==> config.mk <==
export PLATFORM = sky130hd
export DESIGN_NAME = eye_mer_mapper
export DESIGN_NICKNAME = d
export VERILOG_FILES = /design/src/rtl/eyemap_pkg.sv /design/src/rtl/map_seq.sv /design/src/rtl/map_rate.sv /design/src/rtl/map_store.sv /design/src/rtl/map_eye.sv /design/src/rtl/eye_mer_mapper.sv
export SDC_FILE = /design/constraint.sdc
export NUM_CORES = 2
export LEC_CHECK = 0
export ABC_AREA = 1
export BUFFER_PORTS_ARGS = -buffer_cell sky130_fd_sc_hd__buf_2
export CELL_PAD_IN_SITES_DETAIL_PLACEMENT = 0
export CELL_PAD_IN_SITES_GLOBAL_PLACEMENT = 2
export CORE_MARGIN = 2
export CORE_UTILIZATION = 48
export CTS_CLUSTER_DIAMETER = 50
export DETAILED_ROUTE_END_ITERATION = 10
export PLACE_DENSITY_LB_ADDON = 0.3
export SYNTH_ARGS = -nofsm -noshare
export SYNTH_HDL_FRONTEND = slang
export SYNTH_SLANG_ARGS = --single-unit
==> constraint.sdc <==
create_clock -name clk -period 15 [get_ports clk]
set_input_delay 3 -clock clk [delete_from_list [all_inputs] [get_ports clk]]
set_output_delay 3 -clock clk [all_outputs]
set_load 0.1 [all_outputs]
==> src/rtl/eyemap_pkg.sv <==
package eyemap_pkg;
  typedef enum logic [2:0] {
    ST_IDLE,
    ST_SETTLE,
    ST_MEAS,
    ST_STORE,
    ST_DONE
  } seq_st_t;
endpackage

==> src/rtl/map_seq.sv <==
module map_seq
  import eyemap_pkg::*;
#(
  parameter int NLVL   = 7,
  parameter int NPH    = 15,
  parameter int SETTLE = 4,
  parameter int WLOG_W = 5,
  localparam int ROW   = 2 * NPH,
  localparam int DEPTH = NLVL * ROW,
  localparam int AW    = $clog2(DEPTH),
  localparam int LW    = $clog2(NLVL),
  localparam int PW    = $clog2(NPH),
  localparam int TW    = 2 ** WLOG_W
) (
  input  logic              clk,
  input  logic              rst_n,
  input  logic              start,
  input  logic [WLOG_W-1:0] win_log2,
  output seq_st_t           st,
  output logic [LW-1:0]     lvl,
  output logic              side,
  output logic [PW-1:0]     ph,
  output logic [AW-1:0]     idx,
  output logic              step
);
  logic [TW-1:0]     tcnt;
  logic [WLOG_W-1:0] wlog;
  logic [TW-1:0]     win_end;
  logic              last;

  assign win_end = (TW'(1) << wlog) - TW'(1);
  assign last    = (idx == AW'(DEPTH - 1));

  always_ff @(posedge clk or negedge rst_n) begin
    if (!rst_n) begin
      st   <= ST_IDLE;
      lvl  <= '0;
      side <= 1'b0;
      ph   <= '0;
      idx  <= '0;
      tcnt <= '0;
      wlog <= '0;
      step <= 1'b0;
    end else begin
      step <= 1'b0;
      unique case (st)
        ST_IDLE: begin
          if (start) begin
            st   <= ST_SETTLE;
            lvl  <= '0;
            side <= 1'b0;
            ph   <= '0;
            idx  <= '0;
            tcnt <= '0;
            wlog <= win_log2;
            step <= 1'b1;
          end
        end
        ST_SETTLE: begin
          if (tcnt == TW'(SETTLE - 1)) begin
            st   <= ST_MEAS;
            tcnt <= '0;
          end else begin
            tcnt <= tcnt + 1'b1;
          end
        end
        ST_MEAS: begin
          if (tcnt == win_end) begin
            st   <= ST_STORE;
            tcnt <= '0;
          end else begin
            tcnt <= tcnt + 1'b1;
          end
        end
        ST_STORE: begin
          if (last) begin
            st <= ST_DONE;
          end else begin
            st   <= ST_SETTLE;
            step <= 1'b1;
            idx  <= idx + 1'b1;
            if (ph == PW'(NPH - 1)) begin
              ph   <= '0;
              side <= ~side;
              if (side) lvl <= lvl + 1'b1;
            end else begin
              ph <= ph + 1'b1;
            end
          end
        end
        ST_DONE: st <= ST_IDLE;
        default: st <= ST_IDLE;
      endcase
    end
  end

  AST_IDX_RANGE: assert property (@(posedge clk) disable iff (!rst_n)
    (int'(lvl) < NLVL) && (int'(ph) < NPH));
  AST_IDX_ORDER: assert property (@(posedge clk) disable iff (!rst_n)
    int'(idx) == int'(lvl) * ROW + int'(side) * NPH + int'(ph));
  AST_STEP_PULSE: assert property (@(posedge clk) disable iff (!rst_n)
    step |=> !step);
  AST_STEP_AT_SETTLE: assert property (@(posedge clk) disable iff (!rst_n)
    step |-> (st == ST_SETTLE) && (tcnt == '0));
  AST_DONE_TO_IDLE: assert property (@(posedge clk) disable iff (!rst_n)
    (st == ST_DONE) |=> (st == ST_IDLE));
endmodule

==> src/rtl/map_rate.sv <==
module map_rate #(
  parameter int CNT_W  = 16,
  parameter int RATE_W = 16,
  parameter int DIV_W  = 2,
  parameter int WLOG_W = 5,
  localparam int SHMAX = 2 * (2 ** DIV_W - 1) + 1 + RATE_W,
  localparam int WW    = CNT_W + SHMAX
) (
  input  logic              clk,
  input  logic              rst_n,
  input  logic              clr,
  input  logic              cnt_en,
  input  logic [DIV_W-1:0]  div,
  input  logic [WLOG_W-1:0] wlog,
  output logic [RATE_W-1:0] rate
);
  logic [CNT_W-1:0] cnt;
  logic [7:0]       shamt;
  logic [WW-1:0]    wide;
  logic [WW-1:0]    scaled;

  always_ff @(posedge clk or negedge rst_n) begin
    if (!rst_n)                      cnt <= '0;
    else if (clr)                    cnt <= '0;
    else if (cnt_en && (cnt != '1))  cnt <= cnt + 1'b1;
  end

  always_comb begin
    shamt  = 8'({div, 1'b1}) + 8'(RATE_W);
    wide   = WW'(cnt) << shamt;
    scaled = wide >> wlog;
    rate   = (|scaled[WW-1:RATE_W]) ? '1 : scaled[RATE_W-1:0];
  end

  AST_CNT_SAT: assert property (@(posedge clk) disable iff (!rst_n)
    (cnt == '1 && !clr) |=> (cnt == '1));
  AST_CNT_CLR: assert property (@(posedge clk) disable iff (!rst_n)
    clr |=> (cnt == '0));
  AST_CNT_STEP: assert property (@(posedge clk) disable iff (!rst_n)
    (!clr && !cnt_en) |=> $stable(cnt));
endmodule

==> src/rtl/map_store.sv <==
module map_store #(
  parameter int DEPTH  = 210,
  parameter int RATE_W = 16,
  localparam int AW    = $clog2(DEPTH)
) (
  input  logic              clk,
  input  logic              rst_n,
  input  logic              we,
  input  logic [AW-1:0]     waddr,
  input  logic [RATE_W-1:0] wdata,
  input  logic              rd_valid,
  output logic              rd_ready,
  input  logic [AW-1:0]     rd_addr,
  output logic              rsp_valid,
  input  logic              rsp_ready,
  output logic [RATE_W-1:0] rsp_rate
);
  logic [RATE_W-1:0] mem [DEPTH];
  logic              fire;

  assign rd_ready = !rsp_valid || rsp_ready;
  assign fire     = rd_valid && rd_ready;

  always_ff @(posedge clk) begin
    if (we) mem[waddr] <= wdata;
  end

  always_ff @(posedge clk or negedge rst_n) begin
    if (!rst_n) begin
      rsp_valid <= 1'b0;
      rsp_rate  <= '0;
    end else if (fire) begin
      rsp_valid <= 1'b1;
      rsp_rate  <= (int'(rd_addr) < DEPTH) ? mem[rd_addr] : '0;
    end else if (rsp_ready) begin
      rsp_valid <= 1'b0;
    end
  end

  AST_RSP_HOLD: assert property (@(posedge clk) disable iff (!rst_n)
    (rsp_valid && !rsp_ready) |=> rsp_valid && $stable(rsp_rate));
  AST_RSP_AFTER_FIRE: assert property (@(posedge clk) disable iff (!rst_n)
    fire |=> rsp_valid);
  AST_RD_BLOCKED: assert property (@(posedge clk) disable iff (!rst_n)
    (rsp_valid && !rsp_ready) |-> !rd_ready);
endmodule

==> src/rtl/map_eye.sv <==
module map_eye #(
  parameter int LW     = 3,
  parameter int PW     = 4,
  parameter int AW     = 8,
  parameter int RATE_W = 16,
  localparam int SW    = LW + PW + 1
) (
  input  logic              clk,
  input  logic              rst_n,
  input  logic              clr,
  input  logic              upd,
  input  logic [RATE_W-1:0] rate,
  input  logic [RATE_W-1:0] thr,
  input  logic [LW-1:0]     lvl,
  input  logic [PW-1:0]     ph,
  input  logic [AW-1:0]     idx,
  output logic              found,
  output logic [AW-1:0]     best_idx
);
  logic [SW-1:0] score;
  logic [SW-1:0] best_score;
  logic          better;

  assign score  = (SW'(lvl) + SW'(1)) * (SW'(ph) + SW'(1));
  assign better = upd && (rate <= thr) && (!found || (score > best_score));

  always_ff @(posedge clk or negedge rst_n) begin
    if (!rst_n) begin
      found      <= 1'b0;
      best_idx   <= '0;
      best_score <= '0;
    end else if (clr) begin
      found      <= 1'b0;
      best_idx   <= '0;
      best_score <= '0;
    end else if (better) begin
      found      <= 1'b1;
      best_idx   <= idx;
      best_score <= score;
    end
  end

  AST_EYE_KEEP: assert property (@(posedge clk) disable iff (!rst_n)
    (found && !clr) |=> found);
  AST_EYE_GROWS: assert property (@(posedge clk) disable iff (!rst_n)
    (found && !clr) |=> (best_score >= $past(best_score)));
  AST_EYE_QUALIFY: assert property (@(posedge clk) disable iff (!rst_n)
    (!clr && upd && (rate <= thr) && !found) |=> found);
endmodule

==> src/rtl/eye_mer_mapper.sv <==
module eye_mer_mapper
  import eyemap_pkg::*;
#(
  parameter int NLVL   = 7,
  parameter int NPH    = 15,
  parameter int SETTLE = 4,
  parameter int WLOG_W = 5,
  parameter int DIV_W  = 2,
  parameter int CNT_W  = 16,
  parameter int RATE_W = 16
) (
  input  logic                            clk,
  input  logic                            rst_n,
  input  logic                            start,
  input  logic [WLOG_W-1:0]               win_log2,
  input  logic [DIV_W-1:0]                div_sel,
  input  logic [RATE_W-1:0]               thr,
  input  logic                            err_in,
  output logic                            busy,
  output logic                            mask_step,
  output logic [$clog2(NLVL)-1:0]         vlevel,
  output logic [$clog2(NPH)-1:0]          ph_early,
  output logic [$clog2(NPH)-1:0]          ph_late,
  output logic                            win_done,
  output logic                            sweep_done,
  output logic                            eye_found,
  output logic [$clog2(NLVL*2*NPH)-1:0]   eye_idx,
  input  logic                            rd_valid,
  output logic                            rd_ready,
  input  logic [$clog2(NLVL*2*NPH)-1:0]   rd_addr,
  output logic                            rsp_valid,
  input  logic                            rsp_ready,
  output logic [RATE_W-1:0]               rsp_rate
);
  localparam int DEPTH = NLVL * 2 * NPH;
  localparam int AW    = $clog2(DEPTH);
  localparam int LW    = $clog2(NLVL);
  localparam int PW    = $clog2(NPH);

  seq_st_t           st;
  logic [LW-1:0]     lvl;
  logic              side;
  logic [PW-1:0]     ph;
  logic [AW-1:0]     idx;
  logic              step;
  logic [DIV_W-1:0]  div_lat;
  logic [RATE_W-1:0] thr_lat;
  logic [RATE_W-1:0] rate;
  logic [WLOG_W-1:0] wlog_lat;
  logic              launch;

  assign launch = start && (st == ST_IDLE);

  always_ff @(posedge clk or negedge rst_n) begin
    if (!rst_n) begin
      div_lat  <= '0;
      thr_lat  <= '0;
      wlog_lat <= '0;
    end else if (launch) begin
      div_lat  <= div_sel;
      thr_lat  <= thr;
      wlog_lat <= win_log2;
    end
  end

  map_seq #(.NLVL(NLVL), .NPH(NPH), .SETTLE(SETTLE), .WLOG_W(WLOG_W)) u_seq (
    .clk(clk), .rst_n(rst_n), .start(start), .win_log2(win_log2),
    .st(st), .lvl(lvl), .side(side), .ph(ph), .idx(idx), .step(step)
  );

  map_rate #(.CNT_W(CNT_W), .RATE_W(RATE_W), .DIV_W(DIV_W), .WLOG_W(WLOG_W)) u_rate (
    .clk(clk), .rst_n(rst_n), .clr(st == ST_SETTLE),
    .cnt_en((st == ST_MEAS) && err_in), .div(div_lat), .wlog(wlog_lat),
    .rate(rate)
  );

  map_store #(.DEPTH(DEPTH), .RATE_W(RATE_W)) u_store (
    .clk(clk), .rst_n(rst_n), .we(st == ST_STORE), .waddr(idx), .wdata(rate),
    .rd_valid(rd_valid), .rd_ready(rd_ready), .rd_addr(rd_addr),
    .rsp_valid(rsp_valid), .rsp_ready(rsp_ready), .rsp_rate(rsp_rate)
  );

  map_eye #(.LW(LW), .PW(PW), .AW(AW), .RATE_W(RATE_W)) u_eye (
    .clk(clk), .rst_n(rst_n), .clr(launch), .upd(st == ST_STORE),
    .rate(rate), .thr(thr_lat), .lvl(lvl), .ph(ph), .idx(idx),
    .found(eye_found), .best_idx(eye_idx)
  );

  assign busy       = (st != ST_IDLE);
  assign mask_step  = step;
  assign vlevel     = lvl;
  assign ph_early   = side ? '0 : ph;
  assign ph_late    = side ? ph : '0;
  assign win_done   = (st == ST_STORE);
  assign sweep_done = (st == ST_DONE);

  AST_SIDE_EXCL: assert property (@(posedge clk) disable iff (!rst_n)
    (ph_early == '0) || (ph_late == '0));
  AST_START_BUSY: assert property (@(posedge clk) disable iff (!rst_n)
    (busy && !sweep_done) |=> busy);
  AST_WIN_ONE: assert property (@(posedge clk) disable iff (!rst_n)
    win_done |=> !win_done);
endmodule

## Word level (Yosys, flattened, before mapping)

Memories as Yosys holds them, arrays and structs flattened.
Cells that the tools add are included.

| storage, ports and cells | value |
|---|---|
| RAM bits | 3360 |
| memories kept | 1 |
| register bits | 130 |
| logic and storage cells | 118 |
| input bits | 37 |
| output and inout port bits | 42 |

| operators by class | value |
|---|---|
| reductions and logical operators | 24 |
| multipliers | 1 |
| shift-type cells | 3 |
| bitwise operators | 1 |
| add/sub/neg operators | 9 |
| mux-type cells | 44 |
| $lt $le $gt $ge | 3 |
| equality and inequality tests | 15 |

Memory list:

| name | depth | bits a word | rd ports | clocked after Yosys merged registers in | wr ports | line | source |
|---|---|---|---|---|---|---|---|
| u_store.mem | 210 | 16 | 1 | 0 | 1 | map_store.sv:18 | `logic [RATE_W-1:0] mem [DEPTH];` |

Operators by type and width:

| operator | number |
|---|---|
| $mux W32 | 3 |
| $pmux W32 S3 | 1 |
| $mux W16 | 4 |
| $mux W8 | 6 |
| $shl A16 B8 Y39 | 1 |
| $shr A39 B5 Y39 | 1 |
| $add A32 B1 Y32 const B | 1 |
| $eq A32 B2 Y1 const B | 1 |
| $eq A32 B32 Y1 | 1 |
| $shl A1 B5 Y32 const A | 1 |
| $sub A32 B2 Y32 const B | 1 |
| $mux W3 | 8 |
| $reduce_or A23 Y1 | 1 |
| $mux W4 | 5 |
| $add A16 B1 Y16 const B | 1 |
| $le A16 B16 Y1 | 1 |
| $ne A16 B16 Y1 const B | 1 |
| $pmux W8 S2 | 1 |
| $pmux W3 S4 | 1 |
| $mux W1 | 11 |
| $ne A2 B2 Y1 const B | 5 |
| $add A8 B1 Y8 const B | 1 |
| $eq A8 B8 Y1 const B | 1 |
| $gt A8 B8 Y1 | 1 |
| 26 further kinds | 41 |

## Longest topological paths before layout

| logic depth | value |
|---|---|
| depth after elaboration | 10 |
| gate-level depth with buffers | 32 |
| depth with buffers taken out | 29 |

## Cells and area by module

A second synthesis with hierarchy kept.

| unflattened totals | value |
|---|---|
| cell total of the unflattened synthesis | 13871 |
| area total of the unflattened synthesis | 149322.0 µm² |

By module, submodules not included:

| module | times used | area an instance (µm²) | sequential area each (µm²) | cells each |
|---|---|---|---|---|
| map_store | 1 | 138320.2 | 101322.2 | 12178 |
| map_seq | 1 | 4883.4 | 1426.4 | 770 |
| map_rate | 1 | 2989.1 | 400.4 | 498 |
| map_eye | 1 | 2047.0 | 425.4 | 296 |
| eye_mer_mapper | 1 | 1082.3 | 575.6 | 129 |

## Worst setup path after synthesis

Ideal clock, no wire load.

| path | value |
|---|---|
| kind | reg2reg |
| from | register div_lat[0] |
| to | register u_eye.best_idx[0] |
| data required time | 14.867 ns |
| arrival | 7.943 ns |
| stages on the path, launching flop included | 27 |
| path buffers | 3 |
| setup time | 0.133 ns |
| clock period less this slack | 8.076 ns |
| setup slack | 6.924 ns |
| path through | dfrtp_1 > buf_2 > o21ai_0 > nor2_1 > o21ai_0 > nor2_1 > a21oi_1 > nand2_1 > nand3_1 > nand2_1 > nor2_1 > nand2_1 > nor2_1 > nand2_1 > nand2_1 > buf_2 > nand4_1 > ha_1 > a21oi_1 > o21ai_0 > o21ai_0 > o2111ai_1 > nand2_1 > nand2_1 > clkbuf_1 > nand3_1 > o21ai_0 |

| between the ends | value |
|---|---|
| cells in the longest elaborated chain, start to end | 9 |

Ends and longest elaborated chain:

| element | line | source |
|---|---|---|
| start: declaration | eye_mer_mapper.sv:46 | `logic [DIV_W-1:0] div_lat;` |
| start signal: assignment | eye_mer_mapper.sv:60 | `div_lat <= div_sel;` |
| $add A3 B5 Y6 * | map_rate.sv:29 | `shamt = 8'({div, 1'b1}) + 8'(RATE_W);` |
| $shl A16 B8 Y39 * | map_rate.sv:30 | `wide = WW'(cnt) << shamt;` |
| $shr A39 B5 Y39 * | map_rate.sv:31 | `scaled = wide >> wlog;` |
| $reduce_or A23 Y1 | map_rate.sv:32 | `rate = (\|scaled[WW-1:RATE_W]) ? '1 : scaled[RATE_W-1:0];` |
| $mux W16 * | map_rate.sv:32 |  |
| net rate[7] | eye_mer_mapper.sv:48 | `logic [RATE_W-1:0] rate;` |
| $le A16 B16 Y1 * | map_eye.sv:25 | `assign better = upd && (rate <= thr) && (!found \|\| (score > best_score));` |
| $logic_and A1 B1 Y1 * (2 in series) | map_eye.sv:25 |  |
| $reduce_bool A2 Y1 (no source line) * | - |  |
| end signal: assignment | map_eye.sv:38 | `best_idx <= idx;` |
| end: declaration | map_eye.sv:18 | `output logic [AW-1:0] best_idx` |

Mark *: on every way through the listed nets, which the timed path passes. The rest lies on a longest branch.
A chain may end at the register's enable or synchronous reset.

## Worst setup path in the final report

| path | value |
|---|---|
| from | input port rd_addr[0] |
| to | register u_store.rsp_rate[14] |

| between the ends | value |
|---|---|
| cells in the longest elaborated chain, start to end | 2 |
| elaborated cells between the ends (all ways) | 3 |
| those cells by class | order compare: 1; mux: 1; memory: 1 |

Ends and longest elaborated chain:

| element | line | source |
|---|---|---|
| start: declaration | eye_mer_mapper.sv:30 | `input logic [$clog2(NLVL*2*NPH)-1:0] rd_addr,` |
| $mem_v2 Z210 W16 / $lt A8 B8 Y1 (equally long branches) | - |  |
| $mux W16 * | map_store.sv:34 | `rsp_rate <= (int'(rd_addr) < DEPTH) ? mem[rd_addr] : '0;` |
| end signal: assignment | map_store.sv:34 |  |
| end: declaration | map_store.sv:16 | `output logic [RATE_W-1:0] rsp_rate` |

Mark *: on every way between the ends. The rest lies on a longest branch, timed or not.

==> flow_summary.yaml <==
setup_path:
  critical_path_arrival_ns: 8.70
  critPathLaunchType: "input port"
  worstSetupEndpointType: "flop"
  cp_max_fo: 108
  worstSetupPathType: "input port to flop"
  cp.required_ns: 15.87
synth:
  yosysUniqueCellTypes: 52
  synthTopCellsByCount: "3360 x edfxtp_1, 1990 x nor2_1, 1727 x o21ai_0"
  ys_seq_area_share_pct: 73.6
  syn_inst: 11300
  synth_area_per_cell_um2: 12.5
  ys_warn_count: 0
  synth_flop_cell: "edfxtp_1"
  synth-async-reset-ratio_pct: 3.59
  synth_area_leaders: "edfxtp_1 71%, o21ai_0 6.1%, nor2_1 5.3%"
  synthesis.area_mm2: 0.141
  syn-num-nets: 11400
  synth_top_area_share_pct: 71.4
  yosysMostFrequentCell: "edfxtp_1"
  synth_top_cell_by_area: "edfxtp_1"
  synth_edf_count: 3360
  ys_seq_elements: 3485
detailed_routing:
  drcViolationCount: 0
  drtAntennaViolNets: 0
  drt_iter0_markers: 12800
  first_pass_iters: 6
  viasPerCell: 6.20
  routed-via-count: 96500
  routed_wl_um: 444000
  wl_per_cell_um: 28.6
status:
  status: "completed"
sta:
  report.final.setup_viol: 0
  setup_tns_ns: 0
  clock_skew_ns: 0.0406
  fin_crit_sh_pct: 52.2
  tightest_slew_ns: 1.48
  slew_violations: 0
  max_freq_ghz: 0.128
  min_period_ns: 7.83
  max_slew_margin_pct: 1.34
  finalHoldViolCount: 0
  rsz0062_at_grt: "false"
die:
  core-area_mm2: 0.294
  die_w_um: 547
  initial_utilization_pct: 48.2
  die_height_um: 547
  die_area_mm2: 0.299
  rows: 199
  ios: 79
placed_design:
  io_buffer_count: 78
  gp_congestion: 0.867
  place_inst: 14800
  dp.final_hpwl_um: 250000
cts:
  cts_max_level: 5
  cts_setup_buffers: 0
  cts_tree: "done"
  clockBufferDepth: 4
  cts-resized-gates: 0
  cts_made_buffers: 398
  cts_hold_buf: 0
  path_clk_slew_ns: 0.06
  cts_root_buffer: "clkbuf_16"
  clkLatencyLatePin_ns: 0.95
  clock-sinks: 3485
global_routing:
  grtUsageTotal_pct: 29.0
  grt_pass1_wl_um: 640000
  grt_overflow: 0
  grt_pass1_vias: 90700
  grt_max_degree: 187
  antenna_found_initial: 18
min_path:
  worstHoldPathType: "flop to flop"
cells_and_area:
  drive_gt1_share_pct: 9.75
  fin_cells: 15600
  nFillCells: 24200
  nNetsFinal: 11400
  synthToLayoutAreaGrowth_pct: 13.1
run:
  maxCapViolCount: 0
pwr:
  pwr_density_cell_mw_per_mm2: 142
  power_leakage_nw: 53.1
  irDropWorstVdd_mv: 0.0972
worst max-delay path, cell delays in order:
cell and delay (ns):
buf_8 0.35, buf_4 0.73, buf_4 0.78, buf_4 0.95
nor2_1 0.11, nor2_1 0.12, o21ai_0 0.11, nand2_1 0.13
nor2_1 0.06, o31ai_1 1.07, o211ai_1 0.46, nand3_1 0.18
nand2_1 0.07, nand2_1 0.14, nand3_1 0.09, nand2_1 0.07
where the power goes:
part / leakage [nW] / switching (mW) / internal, mW
clock network: 6.42 / 4.02 / 5.78
logic: 14.2 / 1.50 / 0.346
registers: 32.4 / 0.0455 / 11.0
total: 53.1 / 5.57 / 17.1
layer usage:
metal	track usage, %	vias up	wire length [µm]	part of all wire (%)
met2	45.7	4948	207000	47
met4	10.8	8	17400	3.9
met1	40.9	48800	179000	40
met5	0	-	57	0.013
met3	4.40	790	40200	9.0
li1	-	42000	-	-
registers in the layout, summed over array words and instances (netlist names), 5 cells and up:
register	cells
u_eye.best_idx	8
thr_lat	16
u_seq.idx	8
u_rate.cnt	16
wlog_lat	5
u_eye.best_score	8
u_store.mem	3360
u_store.rsp_rate	16
u_seq.tcnt	32
layout make-up:
| type | count | area [µm²] | area share, % |
|---|---|---|---|
| antenna | 13 | 32.5 | 0.0203 |
| clock buffer | 471 | 10400 | 6.53 |
| clock inverter | 267 | 2830 | 1.77 |
| inverter | 203 | 790 | 0.494 |
| multi-input combinational | 6785 | 33600 | 21.0 |
| sequential | 3485 | 104000 | 65.1 |
| tap | 3919 | 4900 | 3.07 |
| timing repair buffer | 424 | 3260 | 2.04 |
logic make-up (layout without fill, tap and decap cells):
family,count (synthesis),in the layout,synth area share [%]
AND/OR/NAND/NOR,3823,3823,11.0
adder cells (fa/ha/maj),51,51,0.483
other,0,13,0
buffers and inverters,1010,1365,2.85
AO/OA/AOI/OAI,2845,2845,11.6
flip-flops,3485,3485,73.6
XOR/XNOR,52,52,0.322
multiplexers,14,14,0.0991
stage by stage:
step	worst slack [ns]	hold WS [ns]	cell area [µm²]	power (mW)	util, %
5_1_grt	7.06	0.523	160000	23.3	54.4
3_5_place_dp	6.45	0.484	147000	13.1	49.9
6_report	7.17	0.494	160000	22.7	54.5
4_1_cts	7.43	0.496	160000	22.8	54.4
3_3_place_gp	6.42	0.488	147000	13.1	49.9
2_1_floorplan	6.92	0.448	141000	12.4	-
final timing paths:
| path | startpoint | to | slack [ns] | cells after the start |
|---|---|---|---|---|
| setup / recovery | rd_addr[0] | u_store.rsp_rate[14] | 7.17 | 16 |
| hold / removal | u_rate.cnt[15] | u_rate.cnt[15] | 0.49 | 1 |
| setup reg to reg | div_lat[0] | u_eye.best_score[4] | 8.16 | 26 |
| hold reg to reg | u_rate.cnt[15] | u_rate.cnt[15] | 0.49 | 1 |
| max in group asynchronous | rst_n | u_seq.ph[3] | 11.44 | 2 |
| min in group asynchronous | rst_n | u_seq.tcnt[28] | 2.14 | 1 |
placed cells by master (no fill, tap or decap), drive strengths merged, types with 2 or more instances in the layout:
cell,n
mux2i,14
and2,4
xor2,47
a21boi,2
clkbuf,471
o31ai,5
buf,424
dfrtp,125
o221ai,315
edfxtp,3360
nand2,1043
fa,6
o211a,3
nor4,17
clkinvlp,29
a311oi,2
nor4b,2
nand3b,6
o211ai,122
nor2,1999
nand4,137
and3,2
clkinv,160
a31oi,16
o22ai,458
bufinv,45
ha,45
or2,7
a21oi,170
a22oi,4
o21ai,1736
a221oi,6
nand3,546
xnor2,5
diode,13
nor3,59
inv,236
No activity file was read; power rests on OpenSTA's default activity.
